===== src/rtl/pblk_pkg.sv =====
package pblk_pkg;
  localparam int unsigned DEF_DATA_W    = 10;
  localparam int unsigned DEF_LAT_NORM  = 9;
  localparam int unsigned DEF_LAT_BLANK = 11;
endpackage


===== src/rtl/pblk_delay_line.sv =====
module pblk_delay_line #(
  parameter int unsigned W     = 10,
  parameter int unsigned DEPTH = 11
) (
  input  logic                      clk,
  input  logic                      rst,
  input  logic [W-1:0]              din,
  output logic [DEPTH-1:0][W-1:0]   tap
);
  // tap[j] holds the word captured j+1 edges ago
  always_ff @(posedge clk) begin
    if (rst) tap[0] <= '0;
    else     tap[0] <= din;
  end

  for (genvar g = 1; g < DEPTH; g++) begin : g_stage
    always_ff @(posedge clk) begin
      if (rst) tap[g] <= '0;
      else     tap[g] <= tap[g-1];
    end
  end
endmodule


===== src/rtl/pblk_out_sel.sv =====
module pblk_out_sel #(
  parameter int unsigned W         = 10,
  parameter int unsigned LAT_NORM  = 9,
  parameter int unsigned LAT_BLANK = 11
) (
  input  logic                          clk,
  input  logic                          rst,
  input  logic                          standby,
  input  logic [LAT_BLANK-1:0][W-1:0]   dtap,
  input  logic [LAT_BLANK-1:0]          btap,
  output logic [W-1:0]                  dout
);
  logic          win;
  logic [W-1:0]  nxt;

  assign win = |btap;

  always_comb begin
    if (standby)                nxt = '0;
    else if (!win)              nxt = dtap[LAT_NORM-1];
    else if (btap[LAT_BLANK-1]) nxt = '0;
    else                        nxt = dtap[LAT_BLANK-1];
  end

  always_ff @(posedge clk) begin
    if (rst) dout <= '0;
    else     dout <= nxt;
  end
endmodule


===== src/rtl/pblk_data_pipe.sv =====
module pblk_data_pipe #(
  parameter int unsigned DATA_W    = pblk_pkg::DEF_DATA_W,
  parameter int unsigned LAT_NORM  = pblk_pkg::DEF_LAT_NORM,
  parameter int unsigned LAT_BLANK = pblk_pkg::DEF_LAT_BLANK
) (
  input  logic              clk,
  input  logic              rst,
  input  logic [DATA_W-1:0] smp_in,
  input  logic              smp_vld,
  input  logic              blank_n,
  input  logic              standby,
  output logic [DATA_W-1:0] dout
);
  localparam int unsigned DEPTH = LAT_BLANK;

  logic [DATA_W-1:0]             word_in;
  logic [DEPTH-1:0][DATA_W-1:0]  dtap;
  logic [DEPTH-1:0][0:0]         btap_w;
  logic [DEPTH-1:0]              btap;

  assign word_in = smp_vld ? smp_in : '0;

  pblk_delay_line #(.W(DATA_W), .DEPTH(DEPTH)) u_data (
    .clk(clk), .rst(rst), .din(word_in), .tap(dtap)
  );

  pblk_delay_line #(.W(1), .DEPTH(DEPTH)) u_flag (
    .clk(clk), .rst(rst), .din(~blank_n), .tap(btap_w)
  );

  for (genvar g = 0; g < DEPTH; g++) begin : g_flat
    assign btap[g] = btap_w[g][0];
  end

  pblk_out_sel #(.W(DATA_W), .LAT_NORM(LAT_NORM), .LAT_BLANK(LAT_BLANK)) u_sel (
    .clk(clk), .rst(rst), .standby(standby),
    .dtap(dtap), .btap(btap), .dout(dout)
  );
endmodule


===== config.mk =====
export PLATFORM = sky130hd
export DESIGN_NAME = pblk_data_pipe
export DESIGN_NICKNAME = d
export VERILOG_FILES = /design/src/rtl/pblk_pkg.sv /design/src/rtl/pblk_delay_line.sv /design/src/rtl/pblk_out_sel.sv /design/src/rtl/pblk_data_pipe.sv
export SDC_FILE = /design/constraint.sdc
export NUM_CORES = 1
export LEC_CHECK = 0
export BUFFER_PORTS_ARGS = -buffer_cell sky130_fd_sc_hd__buf_2
export CORE_UTILIZATION = 58
export DETAILED_ROUTE_END_ITERATION = 12
export PLACE_DENSITY = 0.79
export SKIP_LAST_GASP = 1
export SLEW_MARGIN = 15
export SYNTH_ARGS = -nofsm -noshare
export SYNTH_HDL_FRONTEND = slang
export SYNTH_HIERARCHICAL = 1
export SYNTH_SLANG_ARGS = --single-unit

===== constraint.sdc =====
create_clock -name clk -period 1.55 [get_ports clk]
set_clock_uncertainty 0.15 [all_clocks]
set_input_delay 0.31 -clock clk [delete_from_list [all_inputs] [get_ports clk]]
set_output_delay 0.31 -clock clk [all_outputs]
set_load 0.02 [all_outputs]

==> results.tsv, run 1 <==
stage	metric	value	unit
outcome	status	finished clean	
setup_path	crit_path_end_kind	flip-flop	
yosys	syn_inst	313	
placement	hpwl	2438	um
sta	finalHoldViolCount	0	
sta	fin_crit	1.463	ns
floorplanning	die_h	83.57	um
global_route	grt-ovfl-total	0	
layout	nNetsFinal	376	
setup_path	cp_max_fo	20	
global_route	grtUsageTotal	15.45	%
yosys	synth_seq_area_share	67.96	%
sta	setup_tns	0	ns
floorplanning	start_util	60.42	%
placement	postPlaceCellArea	0.003984	sq mm
power	p_per_area	1539	mW/mm^2
worst_hold_path	hold-path-endpoint	u_data/tap[8]	
placement	place.gp.congestion	0.6606	
worst_hold_path	worstHoldPathCells	3	
cts	cts_buffer_depth	2	
setup_path	r2r-end	u_sel/dout[6]	
layout	layout_common_cells	131 x dfxtp_1, 110 x nor2b_1, 23 x buf_2	
sta	holdWs	0.07900	ns
detailed_routing	wl_per_cell	10.29	um
yosys	netlist_area	0.003859	sq mm
cts	post_cts_buffers	0	
layout	final_area	0.004671	sq mm
power	finalPower	7.189	mW
cts	cts_root_buf	clkbuf_8	
detailed_routing	drt_first_pass_iters	4	
sta	drv_slew	0	
floorplanning	fp.dieArea	0.006983	sq mm
floorplanning	fp.coreArea	0.006386	sq mm
sta	finalCritPeriodShare	94.40	%
yosys	yosysWarnings	6	
layout	final_cell_count_no_fill	450	
layout	areaGrowthSynthToFinish	21.04	%
cts	clk_latency	0.50	ns
global_route	antenna_found_initial	0	
setup_path	max_stage_delay	0.55	ns
setup_path	critPathSlowestCell	dlygate4sd3_1	
setup_path	cp_data_arrival_time	1.69	ns
detailed_routing	drc_errors	0	
layout	drive_above_1_share	19.03	%
detailed_routing	routed_wl	4630	um
worst_hold_path	worst_hold_startpoint	smp_vld	
sta	rsz0062_at_grt	false	
setup_path	crit_path_start_kind	input port	
setup_path	crit_chain	dlygate4sd3_1, buf_4, nor2b_2, dlygate4sd3_1	
setup_path	path_class	input port to flip-flop	
floorplanning	io_pins	25	
placement	dp_cells	406	
placement	portBuffers	24	
layout	layout_commonest_cell	dfxtp_1	
setup_path	regToRegStartpoint	u_flag/tap[1]	
setup_path	critPathLaunch	rst	
cts	clk_pin_slew	0.05	ns
flow_run	cap_violations	0	
yosys	syn_avg_cell_area	12.33	sq um
detailed_routing	first_iter_violations	64	
setup_path	r2r_cells	4	
worst_hold_path	hold_class	input port to flip-flop	
cts	cts-htree-levels	4	
global_route	grt_start_max_net_pins	79	
setup_path	r2r_slack	0.26	ns
cts	numCtsBuffers	17	
sta	slew_headroom	80.94	%
cts	tritoncts	done	
yosys	synth_nets	328	
cts	cts_sinks	131	
yosys	synth_cell_types	16	
cts	cts_resized	0	
sta	worst_pin_slew	0.2860	ns
global_route	first_global_vias	1950	
layout	diodes	0	
detailed_routing	vias	1995	
floorplanning	rows	29	
power	power.leakage	1.924	nW
floorplanning	chipWidth	83.57	um
detailed_routing	postRouteAntennaNets	0	
sta	clock.fmax	0.6834	GHz
sta	setup_viol_count_final	0	
global_route	grt_pass1_wl	8059	um
yosys	ys_ff_latch	131	
detailed_routing	avgViaCountPerCell	4.433	
power	worst_ir_drop_vdd	1.223	mV
setup_path	cp_common_cell	dlygate4sd3_1	
setup_path	crit_required	1.78	ns
-- worst max-delay path, delay by kind of cell --
kind | cells | cell delay [ns]
buffers and inverters | 3 | 1.32
AND/OR/NAND/NOR | 1 | 0.06
-- through the flow --
step,util (%),worst slack [ns]
floorplan,-,0.3661
global placement,62.38,0.2853
detailed placement,62.38,0.2486
CTS,73.14,0.1054
global route,73.14,0.06880
finish,73.14,0.08677
-- state kept, by name, indices dropped and copies added, names as in the netlist --
register and flops:
u_flag/tap 11, u_sel/dout 10, u_data/tap 110
-- report_power, final --
group	internal [mW]	leakage [nW]	switching, mW	total, mW
clock network	2.36	0.278	1.24	3.60
registers	3.40	1.06	0.00713	3.41
logic	0.0897	0.587	0.0891	0.179
-- cell families after synthesis --
kind of cell	share of synthesized area (%)
buf+inv	4.021
flops	67.96
mux	2.594
simple gates	25.42
-- area by class of cell --
cell class	count	area, sq um
sequential	131	2623
tap	77	96.34
fill	436	1715
clock inverter	4	45.04
timing repair buffer	43	310.3
inverter	1	3.754
clock buffer	27	511.7
multi-input combinational	167	1081
-- what timing repair did --
item,CTS,global route
endpoints found under the setup margin,0,0
hold buffers,13,0
hold endpoints to repair,19,0
-- synth_stat cells --
cell type  count  area (sq um)
and2b_2        1         8.760
nand3_1        1         5.000
inv_1          1         3.750
nor3_2         1         10.01
and2_1        10         62.56
nor2b_2        8         70.07
nor3_1         1         5.000
mux2i_1       10         100.1
nor2b_1      110         688.2
buf_2          1         5.000
nor2b_4        2         27.53
dfxtp_1      131          2623
nor2_1         1         3.750
buf_6         13         146.4
nand2_1       20         75.07
nor4_2         2         25.02
-- routing by layer --
layer,global-route usage (%),routed length [um],vias to the layer above
met2,26.24,2372,34
li1,-,-,1054
met4,7.858,42,0
met3,9.199,146,4
met5,0,0,-
met1,14.59,2068,903
-- worst max-delay path by stage --
| stage | endpoint | slack [ns] |
|---|---|---|
| 6_report | u_flag/tap[0] | 0.09 |
| 5_1_grt | u_flag/tap[0] | 0.07 |
| 4_1_cts | dout[8] | 0.11 |
| 3_5_place_dp | u_sel/dout[1] | 0.25 |
| 3_3_place_gp | u_sel/dout[2] | 0.29 |
| 2_1_floorplan | u_sel/dout[0] | 0.37 |
Power figures use the tool's default switching activity.
==> run 2: changes to the inputs <==
--- a/config.mk
+++ b/config.mk
@@ -6,9 +6,10 @@
 export NUM_CORES = 1
 export LEC_CHECK = 0
 export BUFFER_PORTS_ARGS = -buffer_cell sky130_fd_sc_hd__buf_2
-export CORE_UTILIZATION = 58
+export CORE_UTILIZATION = 61
+export CTS_BUF_LIST = sky130_fd_sc_hd__clkbuf_8
 export DETAILED_ROUTE_END_ITERATION = 12
-export PLACE_DENSITY = 0.79
+export PLACE_DENSITY = 0.82
 export SKIP_LAST_GASP = 1
 export SLEW_MARGIN = 15
 export SYNTH_ARGS = -nofsm -noshare
==> run 2 against run 1 <==
Die area down 4.8%. Utilization down 0.90 points. Clock power down 31%. Cell count down 3.1%. Power down 16%. Critical endpoint is now u_sel/dout[8]. Sequential power about the same. Largest power group is now registers. Highest routed layer unchanged. First-iteration DRC count up 11%. Final area down 6.8%. Largest cell class unchanged. Worst setup slack better by 0.12 ns. Non-clock buffer count down 12. Global-route usage up 0.59 points.
==> results.tsv, run 2 (synthesis results as in run 1) <==
stage	metric	value	unit	change
outcome	status	finished clean		
placement	dp_cells	404		-0.49%
sta	slew_headroom	80.25	%	-0.68 points
cts	cts_resized	0		unchanged
detailed_routing	routed_wl	4291	um	-7.3%
cts	clk_pin_slew	0.06	ns	about the same
global_route	grtUsageTotal	16.04	%	+0.59 points
floorplanning	io_pins	25		unchanged
cts	clk_latency	0.40	ns	-0.10 ns
setup_path	cp_top_family	simple AND/OR/NAND/NOR gates		
layout	nNetsFinal	364		-3.2%
detailed_routing	first_iter_violations	71		+11%
layout	diodes	0		unchanged
global_route	grt_start_max_net_pins	79		unchanged
detailed_routing	vias	1988		-0.35%
power	p_comb_share	2.6	%	about the same
floorplanning	chipWidth	81.54	um	-2.4%
cts	tritoncts	done		
setup_path	critPathSlowestCell	dfxtp_1		
setup_path	max_stage_delay	0.32	ns	-0.23 ns
power	clkPwrFrac	41.0	%	-9.1 points
sta	finalCritPeriodShare	86.45	%	-8.0 points
sta	worst_pin_slew	0.2962	ns	+0.01023 ns
flow_run	cap_violations	0		unchanged
setup_path	crit_path_start_kind	flip-flop		
layout	utilization	72.24	%	-0.90 points
cts	cts-htree-levels	4		unchanged
power	finalPower	6.030	mW	-16%
detailed_routing	drt_first_pass_iters	6		+2
sta	setup_tns	0	ns	unchanged
layout	drive_above_1_share	19.94	%	+0.91 points
layout	layout_common_cells	131 x dfxtp_1, 110 x nor2b_1, 24 x clkbuf_8		
global_route	first_global_vias	1876		-3.8%
setup_path	cp_max_fo	10		-50%
placement	hpwl	2524	um	+3.5%
power	sw_frac_of_total	19.77	%	+1.2 points
placement	postPlaceCellArea	0.003981	sq mm	about the same
floorplanning	die_h	81.54	um	-2.4%
setup_path	worst-path-stages	4		unchanged
placement	dp_slack	0.2580	ns	+0.009367 ns
placement	portBuffers	24		unchanged
sta	holdWs	0.06251	ns	-0.01649 ns
detailed_routing	wl_per_cell	9.842	um	-4.3%
detailed_routing	drc_errors	0		unchanged
layout	regMostFlops	u_data/tap		
layout	layout_commonest_cell	dfxtp_1		
setup_path	crit_path_end_kind	flip-flop		
floorplanning	start_util	64.04	%	+3.6 points
setup_path	crit_buf_inv	1		-2
worst_hold_path	hold_class	input port to flip-flop		
sta	setup_viol_count_final	0		unchanged
layout	final_area	0.004353	sq mm	-6.8%
placement	place.gp.congestion	0.6239		-5.6%
cts	cts_sinks	131		unchanged
setup_path	cp_data_arrival_time	1.48	ns	-0.21 ns
cts	numCtsBuffers	17		unchanged
power	worst_ir_drop_vdd	0.9249	mV	-24%
detailed_routing	avgViaCountPerCell	4.560		+2.8%
detailed_routing	postRouteAntennaNets	0		unchanged
global_route	antenna_found_initial	0		unchanged
sta	rsz0062_at_grt	false		
layout	final_cell_count_no_fill	436		-3.1%
global_route	grt_pass1_wl	7465	um	-7.4%
floorplanning	fp.coreArea	0.006026	sq mm	-5.6%
sta	drv_slew	0		unchanged
sta	fin_ws	0.2100	ns	+0.1233 ns
sta	fin_crit	1.340	ns	-0.1233 ns
layout	areaGrowthSynthToFinish	12.81	%	
floorplanning	fp.dieArea	0.006648	sq mm	-4.8%
cts	cts_root_buf	clkbuf_8		
worst_hold_path	worstHoldPathCells	3		unchanged
sta	finalHoldViolCount	0		unchanged
setup_path	r2r_cells	4		unchanged
sta	clock.fmax	0.7463	GHz	+9.2%
floorplanning	rows	28		-3.4%
power	p_per_area	1385	mW/mm^2	-10%
layout	largest_reg_flops	110		unchanged
power	power.leakage	1.798	nW	-6.5%
layout	reg.largest.list	u_data/tap (110), u_flag/tap (11), u_sel/dout (10)		
setup_path	crit_required	1.69	ns	-0.09 ns
power	seqPwrFrac	56.5	%	+9.1 points
global_route	grt-ovfl-total	0		unchanged
power	switching_power	1.192	mW	-11%
power	intPower	4.838	mW	-17%
cts	cts_buffer_depth	2		unchanged
setup_path	path_class	flip-flop to flip-flop		
setup_path	crit_chain	nor4_2, nand3_1, buf_4, mux2i_1		
-- run 2: cell types whose count changed in the layout (fill, tap and decap cells not counted) --
cell           delta
clkbuf_8         +17
clkbuf_16        -16
dlygate4sd3_1    -12
clkbuf_1          -4
inv_1             +3
bufinv_16         -1
clkinv_2          +1
-- run 2: path summary, 6_finish.rpt --
path / from / endpoint / slack, ns
setup reg to reg: u_flag/tap[1] / u_sel/dout[8] / 0.21
hold reg to reg: u_data/tap[74] / u_data/tap[84] / 0.28
hold / removal: smp_in[3] / u_data/tap[3] / 0.06
setup / recovery: u_flag/tap[1] / u_sel/dout[8] / 0.21
-- run 2: power by group through the flow --
stage / combinational, mW / sequential, mW / clock (mW)
2_1_floorplan: 0.138 / 3.48 / 0
3_3_place_gp: 0.151 / 3.48 / 0
3_5_place_dp: 0.155 / 3.48 / 0
4_1_cts: 0.159 / 3.41 / 2.55
5_1_grt: 0.172 / 3.41 / 2.72
6_report: 0.155 / 3.41 / 2.47
-- run 2: timing repair --
| item | CTS | global route |
|---|---|---|
| endpoints found under the hold margin | 1 | 0 |
| setup buffers | 0 | 0 |
| hold buffers | 1 | 0 |
-- run 2: final cells by class --
| class | instances | area (sq um) |
|---|---|---|
| well taps | 75 | 93.84 |
| flip-flops and latches | 131 | 2623 |
| clock buffers | 24 | 330.3 |
| inverters | 1 | 3.754 |
| fillers | 437 | 1673 |
| multi-input cells | 167 | 1081 |
| clock inverters | 7 | 31.28 |
| repair buffers | 31 | 190.2 |
-- run 2: tightest hold or removal path, stage by stage --
cell and delay (ns):
buf_2 0.07, and2_1 0.10, nor2b_1 0.10
-- run 2: metal layers --
layer / routed length, um / GRT usage, % / share of wire, % / up-vias
li1: - / - / - / 1026
met1: 1842 / 14.39 / 43 / 906
met2: 2161 / 26.83 / 50 / 45
met3: 206 / 9.778 / 4.8 / 11
met4: 80 / 10.54 / 1.9 / 0
met5: 0 / 0 / 0 / -
